--- src/rtl/aud_csr_pkg.sv ---
package aud_csr_pkg;
   typedef enum logic [1:0] {SZ_BYTE = 2'd0, SZ_WORD = 2'd1, SZ_DWORD = 2'd2} acc_sz_e;

   localparam logic [3:0] OFF_BASE = 4'h0;
   localparam logic [3:0] OFF_CUR  = 4'h4;
   localparam logic [3:0] OFF_LAST = 4'h5;
   localparam logic [3:0] OFF_STS  = 4'h6;
   localparam logic [3:0] OFF_CNT  = 4'h8;
   localparam logic [3:0] OFF_PRE  = 4'hA;
   localparam logic [3:0] OFF_CTL  = 4'hB;

   localparam logic [7:0] ADR_GCTL = 8'h2C;
   localparam logic [7:0] ADR_GSTS = 8'h30;
   localparam logic [7:0] ADR_SEM  = 8'h34;

   localparam int GS_W         = 18;
   localparam int GS_LINE_BASE = 5;
   localparam int GS_READY     = 8;
   localparam logic [GS_W-1:0] GS_W1C = 18'h08C01;
   localparam logic [GS_W-1:0] GS_RW  = 18'h30000;

   localparam int CTL_W      = 5;
   localparam int CTL_RUN    = 0;
   localparam int CTL_RST    = 1;
   localparam int CTL_EN_LST = 2;
   localparam int CTL_EN_DON = 4;
   localparam logic [CTL_W-1:0] CTL_KEEP = 5'b11100;
endpackage

--- src/rtl/aud_csr_chan.sv ---
module aud_csr_chan
   import aud_csr_pkg::*;
#(
   parameter int IDX_W = 5
) (
   input  logic             clk,
   input  logic             rst_n,
   input  logic             wr_base,
   input  logic             wr_last,
   input  logic             wr_ctl,
   input  logic             wr_sts,
   input  logic [31:0]      wdata,
   input  logic             ev_fifo,
   input  logic             ev_done,
   input  logic             ev_last,
   output logic [31:0]      base_q,
   output logic [IDX_W-1:0] last_q,
   output logic [CTL_W-1:0] ctl_q,
   output logic [2:0]       pend_q,   // {fifo, done, last}
   output logic             line_q,
   output logic             rst_pulse_q
);
   logic             do_rst;
   logic [2:0]       clr, pend_nx;
   logic             line_nx;
   logic [CTL_W-1:0] ctl_nx;

   always_comb begin
      do_rst  = wr_ctl && wdata[CTL_RST];
      clr     = wr_sts ? wdata[4:2] : 3'b000;
      pend_nx = do_rst ? 3'b000 : ((pend_q & ~clr) | {ev_fifo, ev_done, ev_last});
      line_nx = line_q;
      if (pend_nx != pend_q) begin
         if (pend_nx == 3'b000)
            line_nx = 1'b0;
         else if ((pend_nx[0] && ctl_q[CTL_EN_LST]) || (pend_nx[1] && ctl_q[CTL_EN_DON]))
            line_nx = 1'b1;
      end
      if (do_rst)      ctl_nx = ctl_q & CTL_KEEP;
      else if (wr_ctl) ctl_nx = wdata[CTL_W-1:0];
      else             ctl_nx = ctl_q;
   end

   always_ff @(posedge clk) begin
      if (!rst_n) begin
         base_q      <= '0;
         last_q      <= '0;
         ctl_q       <= '0;
         pend_q      <= '0;
         line_q      <= 1'b0;
         rst_pulse_q <= 1'b0;
      end else begin
         pend_q      <= pend_nx;
         line_q      <= line_nx;
         ctl_q       <= ctl_nx;
         rst_pulse_q <= do_rst;
         if (do_rst)       base_q <= '0;
         else if (wr_base) base_q <= {wdata[31:2], 2'b00};
         if (do_rst)       last_q <= '0;
         else if (wr_last) last_q <= wdata[IDX_W-1:0];
      end
   end
endmodule

--- src/rtl/aud_csr_glob.sv ---
module aud_csr_glob
   import aud_csr_pkg::*;
(
   input  logic            clk,
   input  logic            rst_n,
   input  logic            wr_gctl,
   input  logic            wr_gsts,
   input  logic            rd_sem,
   input  logic            codec_touch,
   input  logic [GS_W-1:0] wdata,
   input  logic [3:0]      gsta_evt,
   output logic [5:0]      gctl_q,
   output logic [GS_W-1:0] gsts_q,
   output logic            sem_q,
   output logic            warm_q,
   output logic            cold_q
);
   logic [GS_W-1:0] set_v, gsts_nx;
   logic            store_ctl;

   always_comb begin
      set_v     = '0;
      set_v[0]  = gsta_evt[0];
      set_v[10] = gsta_evt[1];
      set_v[11] = gsta_evt[2];
      set_v[15] = gsta_evt[3];
      gsts_nx   = gsts_q;
      if (wr_gsts)
         gsts_nx = ((gsts_q & ~(wdata & GS_W1C)) & ~GS_RW) | (wdata & GS_RW);
      gsts_nx   = (gsts_nx | set_v) & (GS_W1C | GS_RW);
      store_ctl = wr_gctl && !wdata[2] && !wdata[1];
   end

   always_ff @(posedge clk) begin
      if (!rst_n) begin
         gctl_q <= '0;
         gsts_q <= '0;
         sem_q  <= 1'b0;
         warm_q <= 1'b0;
         cold_q <= 1'b0;
      end else begin
         gsts_q <= gsts_nx;
         warm_q <= wr_gctl && wdata[2];
         cold_q <= wr_gctl && wdata[1];
         if (store_ctl)    gctl_q <= wdata[5:0];
         if (codec_touch)  sem_q  <= 1'b0;
         else if (rd_sem)  sem_q  <= 1'b1;
      end
   end
endmodule

--- src/rtl/aud_dma_csr.sv ---
module aud_dma_csr
   import aud_csr_pkg::*;
#(
   parameter int NCH   = 3,
   parameter int IDX_W = 5,
   parameter int CNT_W = 16
) (
   input  logic                 clk,
   input  logic                 rst_n,
   input  logic                 acc_valid,
   input  logic                 acc_write,
   input  logic [1:0]           acc_size,
   input  logic [7:0]           acc_addr,
   input  logic [31:0]          acc_wdata,
   output logic [31:0]          acc_rdata,
   input  logic                 codec_touch,
   input  logic [NCH-1:0]       ev_fifo,
   input  logic [NCH-1:0]       ev_done,
   input  logic [NCH-1:0]       ev_last,
   input  logic [NCH-1:0]       eng_celv,
   input  logic [NCH-1:0]       eng_halt,
   input  logic [NCH*IDX_W-1:0] eng_civ,
   input  logic [NCH*IDX_W-1:0] eng_piv,
   input  logic [NCH*CNT_W-1:0] eng_cnt,
   input  logic [3:0]           gsta_evt,
   output logic [NCH*32-1:0]    ch_base,
   output logic [NCH*IDX_W-1:0] ch_lvi,
   output logic [NCH*5-1:0]     ch_ctrl,
   output logic [NCH-1:0]       ch_reset,
   output logic [5:0]           gctl,
   output logic                 warm_rst,
   output logic                 cold_rst,
   output logic                 irq
);
   if (NCH < 1 || NCH > 3) begin : g_bad_nch
      $error("NCH must be 1 to 3");
   end
   if (IDX_W < 1 || IDX_W > 8) begin : g_bad_idx
      $error("IDX_W must be 1 to 8");
   end
   if (CNT_W < 1 || CNT_W > 16) begin : g_bad_cnt
      $error("CNT_W must be 1 to 16");
   end

   logic       wr_en, in_ch, is_b, is_w, is_d;
   logic [1:0] ch_sel;
   logic [3:0] off;

   assign wr_en  = acc_valid && acc_write;
   assign ch_sel = acc_addr[5:4];
   assign off    = acc_addr[3:0];
   assign in_ch  = (acc_addr[7:6] == 2'b00) && (32'(ch_sel) < NCH);
   assign is_b   = acc_size == SZ_BYTE;
   assign is_w   = acc_size == SZ_WORD;
   assign is_d   = acc_size == SZ_DWORD;

   logic [31:0]      base_a [NCH];
   logic [IDX_W-1:0] last_a [NCH];
   logic [CTL_W-1:0] ctl_a  [NCH];
   logic [15:0]      sts_a  [NCH];
   logic [NCH-1:0]   line_v;

   for (genvar c = 0; c < NCH; c++) begin : g_ch
      logic       hit;
      logic [2:0] pend;
      assign hit = in_ch && (ch_sel == 2'(c));

      aud_csr_chan #(.IDX_W(IDX_W)) u_chan (
         .clk         (clk),
         .rst_n       (rst_n),
         .wr_base     (wr_en && hit && is_d && off == OFF_BASE),
         .wr_last     (wr_en && hit && is_b && off == OFF_LAST),
         .wr_ctl      (wr_en && hit && is_b && off == OFF_CTL),
         .wr_sts      (wr_en && hit && (is_b || is_w) && off == OFF_STS),
         .wdata       (acc_wdata),
         .ev_fifo     (ev_fifo[c]),
         .ev_done     (ev_done[c]),
         .ev_last     (ev_last[c]),
         .base_q      (base_a[c]),
         .last_q      (last_a[c]),
         .ctl_q       (ctl_a[c]),
         .pend_q      (pend),
         .line_q      (line_v[c]),
         .rst_pulse_q (ch_reset[c])
      );

      assign sts_a[c] = {11'b0, pend, eng_celv[c], eng_halt[c]};
      assign ch_base[c*32 +: 32]       = base_a[c];
      assign ch_lvi[c*IDX_W +: IDX_W]  = last_a[c];
      assign ch_ctrl[c*CTL_W +: CTL_W] = ctl_a[c];
   end

   logic [GS_W-1:0] gsts_q, gs_view;
   logic            sem_q;

   aud_csr_glob u_glob (
      .clk         (clk),
      .rst_n       (rst_n),
      .wr_gctl     (wr_en && is_d && acc_addr == ADR_GCTL),
      .wr_gsts     (wr_en && is_d && acc_addr == ADR_GSTS),
      .rd_sem      (acc_valid && !acc_write && is_b && acc_addr == ADR_SEM),
      .codec_touch (codec_touch),
      .wdata       (acc_wdata[GS_W-1:0]),
      .gsta_evt    (gsta_evt),
      .gctl_q      (gctl),
      .gsts_q      (gsts_q),
      .sem_q       (sem_q),
      .warm_q      (warm_rst),
      .cold_q      (cold_rst)
   );

   always_comb begin
      gs_view           = gsts_q;
      gs_view[GS_READY] = 1'b1;
      for (int c = 0; c < NCH; c++) gs_view[GS_LINE_BASE + c] = line_v[c];
   end

   assign irq = |line_v;

   always_comb begin
      acc_rdata = '1;
      for (int c = 0; c < NCH; c++) begin
         if (in_ch && ch_sel == 2'(c)) begin
            if (is_b) begin
               case (off)
                  OFF_CUR:  acc_rdata = 32'(eng_civ[c*IDX_W +: IDX_W]);
                  OFF_LAST: acc_rdata = 32'(last_a[c]);
                  OFF_STS:  acc_rdata = {24'b0, sts_a[c][7:0]};
                  OFF_PRE:  acc_rdata = 32'(eng_piv[c*IDX_W +: IDX_W]);
                  OFF_CTL:  acc_rdata = 32'(ctl_a[c]);
                  default:  ;
               endcase
            end else if (is_w) begin
               case (off)
                  OFF_STS: acc_rdata = {16'b0, sts_a[c]};
                  OFF_CNT: acc_rdata = 32'(eng_cnt[c*CNT_W +: CNT_W]);
                  default: ;
               endcase
            end else if (is_d) begin
               case (off)
                  OFF_BASE: acc_rdata = base_a[c];
                  OFF_CUR:  acc_rdata = {sts_a[c], 8'(last_a[c]), 8'(eng_civ[c*IDX_W +: IDX_W])};
                  OFF_CNT:  acc_rdata = {8'(ctl_a[c]), 8'(eng_piv[c*IDX_W +: IDX_W]),
                                         16'(eng_cnt[c*CNT_W +: CNT_W])};
                  default:  ;
               endcase
            end
         end
      end
      if (is_d && acc_addr == ADR_GCTL) acc_rdata = 32'(gctl);
      if (is_d && acc_addr == ADR_GSTS) acc_rdata = 32'(gs_view);
      if (is_b && acc_addr == ADR_SEM)  acc_rdata = 32'(sem_q);
   end
endmodule

--- config.mk ---
export PLATFORM = sky130hd
export DESIGN_NAME = aud_dma_csr
export DESIGN_NICKNAME = d
export VERILOG_FILES = /design/src/rtl/aud_csr_pkg.sv /design/src/rtl/aud_csr_chan.sv /design/src/rtl/aud_csr_glob.sv /design/src/rtl/aud_dma_csr.sv
export SDC_FILE = /design/constraint.sdc
export NUM_CORES = 1
export LEC_CHECK = 0
export ABC_AREA = 1
export BUFFER_PORTS_ARGS = -buffer_cell sky130_fd_sc_hd__buf_2
export CAP_MARGIN = 40
export CELL_PAD_IN_SITES_DETAIL_PLACEMENT = 0
export CELL_PAD_IN_SITES_GLOBAL_PLACEMENT = 1
export CORE_UTILIZATION = 29
export CTS_CLUSTER_SIZE = 14
export DETAILED_ROUTE_END_ITERATION = 10
export GPL_ROUTABILITY_DRIVEN = 0
export PLACE_DENSITY = 0.75
export SETUP_SLACK_MARGIN = 0.1
export SLEW_MARGIN = 5
export SYNTH_ARGS = -nofsm -noshare
export SYNTH_HDL_FRONTEND = slang
export SYNTH_SLANG_ARGS = --single-unit
export TNS_END_PERCENT = 30
--- constraint.sdc ---
create_clock -name clk -period 2.3 [get_ports clk]
set_input_delay 0 -clock clk [delete_from_list [all_inputs] [get_ports clk]]
set_output_delay 0 -clock clk [all_outputs]
set_load 0.02 [all_outputs]
==> metrics.txt <==
top-level port count=approximately 310; Max Clock Skew=9.55 ps; DRT iter0 DRCs=between 1500 and 2000; total wire length after detailed routing=52.2 mm; run status=complete, no violations; via count normalized by instance count=around 5.3; antenna violations before repair=8; final critical path time including I/O delays and setup=approximately 2100 ps; setup-violating endpoint count in the final report=0; count of input and output buffers=about 300; portion of synthesized cell area occupied by the leading cell type=31.6%; Global Route Usage Sum=between 30 and 40%; Power Density=between 500 and 600 nW/um^2; ANT nets after route=0; total placed instance area=about 12000 um^2; number of flops mapped to enable cells by yosys=0; via count=12700; Yosys cell types=46; Max Clk Rate=between 400 and 500 MHz; top cell types by occurrence after synthesis=nand2_1, nor2_1, inv_1; number of hold-slack violations in the final timing report=0; Crit. Startpoint=acc_addr[1]; cell area after synthesis=between 9000 and 10000 um^2; total power consumption of the routed design=slightly below 0.007 W; maximum ir drop on the vdd rail=0.491 mV; RSZ-0062 raised after global routing=true; most frequent cell after synthesis=nand2_1; setup TNS=0 ps; Tightest Pin Transition=about 500 ps; number of remaining DRC errors=0; fraction of synthesis flops using an asynchronous set or reset pin=0%; post-route standard cell area excluding fillers=between 10000 and 15000 um^2; clock-pin transition on the worst setup and hold timing paths=approximately 70 ps; number of detailed-routing iterations run before antenna repair=6; layout net count=between 2000 and 2500; detailed-route wire length per cell=21.9 um; critical-path maximum fanout=7; worst skew pair latency=around 440 ps; buffer type at the clock tree root=clkbuf_16; required time of the critical path=between 2000 and 2500 ps; final standard cell utilization of the core=between 40% and 50%; clock sink count=150; critical path start-end classification=input port to output port; startpoint of the most critical register-to-register path=g_ch[1].u_chan.pend_q[2]; yosys warns=0; type of the worst min-delay path=input port to register; Max Root-Sink Buffers=2; wire length of the first global-routing pass=around 75 mm; arrival time worst endpoint=2060 ps; ys flop type=dfxtp_1; number of instances in the synthesized netlist=around 1600; die span in x=between 150 and 200 um; max_cap viols=0; synthesized area divided by synthesized cell count=6.07 um^2; global route overflow=0; total leakage power=just under 6 nW; post-detailed-placement half-perimeter wirelength=between 40 and 50 mm; category of the worst setup path launch point=input port; Post CTS Setup Buffer Count=0; CTS buffer count=17; total core area=around 32000 um^2; DIE AREA=33500 um^2; sequential element share of the synthesized area=31.6%; vias in the first global route=between 10000 and 15000; Synth Register Bits=150; Worst Min Path Start=acc_wdata[1]; synthesis-to-layout area growth=36.7%; fraction of layout instances using a drive strength above 1=24.3%; Crit. End Element=output port; max-slew violation count=0; overall die height=183 um; total number of placement rows=65; max-slew headroom at the worst pin=66.2%; largest net degree at the start of global routing=37; starting density of the core=29.8%; leading post-synthesis cells by cell area=dfxtp_1, nand2_1, nor2_1, a21oi_1, inv_1; TritonCTS clock tree=done; number of H-tree levels=4; cell type with the highest aggregate area in the netlist=dfxtp_1; part of the cycle the worst path needs=about nine tenths
worst paths after layout:
check / end / slack [ps] / cells past startpoint
setup / recovery: acc_rdata[4] / 240 / 13
hold / removal: g_ch[0].u_chan.last_q[1] / 30 / 4
setup reg to reg: g_ch[1].u_chan.line_q / 1010 / 8
hold reg to reg: u_glob.gctl_q[1] / 490 / 1
metal layers:
layer  track usage, %  wire length [um]  vias up
met4             14.3              2130        6
met1             40.1             21600     5842
met2             45.9             22400      841
met3             8.22              5930      145
li1                 -                 -     5849
met5             1.63                97        -
critical path: stages:
cell	delay, ps
buf_2	140
nor2_2	250
nand2_2	120
nand2_4	150
nand2_1	250
nand2_1	230
inv_2	90
o21ai_1	190
nand2_1	100
nand2_1	90
nand3_1	120
nor2_1	140
buf_2	180
per-stage QoR:
| step | hold WS [ps] | setup WS (ps) | std cells |
|---|---|---|---|
| finish | 34.2 | 244 | 2382 |
| detailed placement | 171 | 87.4 | 2294 |
| global placement | 170 | 117 | 2294 |
| global route | 40.9 | 85.0 | 2380 |
| CTS | 11.3 | 275 | 2375 |
| floorplan | 72.8 | 793 | 1568 |
layout by cell type, fill, tap and decap left out, types with 5 or more instances in the layout:
cell / Yosys / routed
a22oi_1: 6 / 6
inv_1: 173 / 173
o22ai_1: 27 / 27
conb_1: 1 / 6
nand4_1: 7 / 7
nor2_1: 234 / 230
o221ai_1: 9 / 9
buf_2: 33 / 307
buf_4: 15 / 64
clkbuf_16: 0 / 17
inv_2: 25 / 25
nor2_2: 13 / 12
clkinv_4: 0 / 5
o31ai_1: 5 / 5
o2111ai_1: 15 / 15
nand2_2: 7 / 7
dlygate4sd3_1: 0 / 49
a31oi_1: 10 / 10
a22o_1: 5 / 5
a211oi_1: 9 / 9
nor2_4: 5 / 10
o211ai_1: 14 / 14
a21oi_1: 172 / 172
o21ai_1: 21 / 21
nand2_1: 351 / 351
diode_2: 0 / 7
buf_12: 0 / 7
nor3_1: 17 / 17
nand3_1: 80 / 80
dfxtp_1: 150 / 150
o21ai_0: 90 / 90
repair_timing:
| item | 4_1_cts | 5_1_grt |
|---|---|---|
| gates resized for setup | 0 | 1 |
| hold buffers | 49 | 0 |
| endpoints found under the setup margin | 0 | 3 |
| hold endpoints to repair | 114 | 0 |
registers in the layout, summed over array words and instances, names as in the netlist:
register and count:
u_glob.cold_q 1, g_ch.u_chan.rst_pulse_q 3, u_glob.warm_q 1, u_glob.sem_q 1, g_ch.u_chan.pend_q 9, u_glob.gctl_q 6, g_ch.u_chan.base_q 90, g_ch.u_chan.line_q 3
u_glob.gsts_q 6, g_ch.u_chan.ctl_q 15, g_ch.u_chan.last_q 15
area by class of cell:
cell class                      count  area [um^2]
Fill cell                        3561        18900
Multi-Input combinational cell   1130         5360
Sequential cell                   150         3000
Timing Repair Buffer              427         2650
Inverter                          201          757
Tap cell                          435          544
Clock buffer                       19          453
Clock inverter                     13          196
Antenna cell                        7         17.5
logic make-up (layout without fill, tap and decap cells):
logic type / count (synthesis) / count (layout) / synth area share (%)
other: 1 / 13 / 0.0395
AOI/OAI and AO/OA: 397 / 397 / 24.0
buffers and inverters: 288 / 660 / 12.4
DFF: 150 / 150 / 31.6
and+or+nand+nor: 727 / 727 / 31.9
where the power goes:
part | switching (W) | internal (W) | total (W)
combinational | 0.000619 | 0.000332 | 0.000951
clock | 0.00128 | 0.00189 | 0.00317
sequential | 0.0000180 | 0.00261 | 0.00263
total | 0.00192 | 0.00484 | 0.00676
Note: power is estimated with default switching activity, not from simulation.
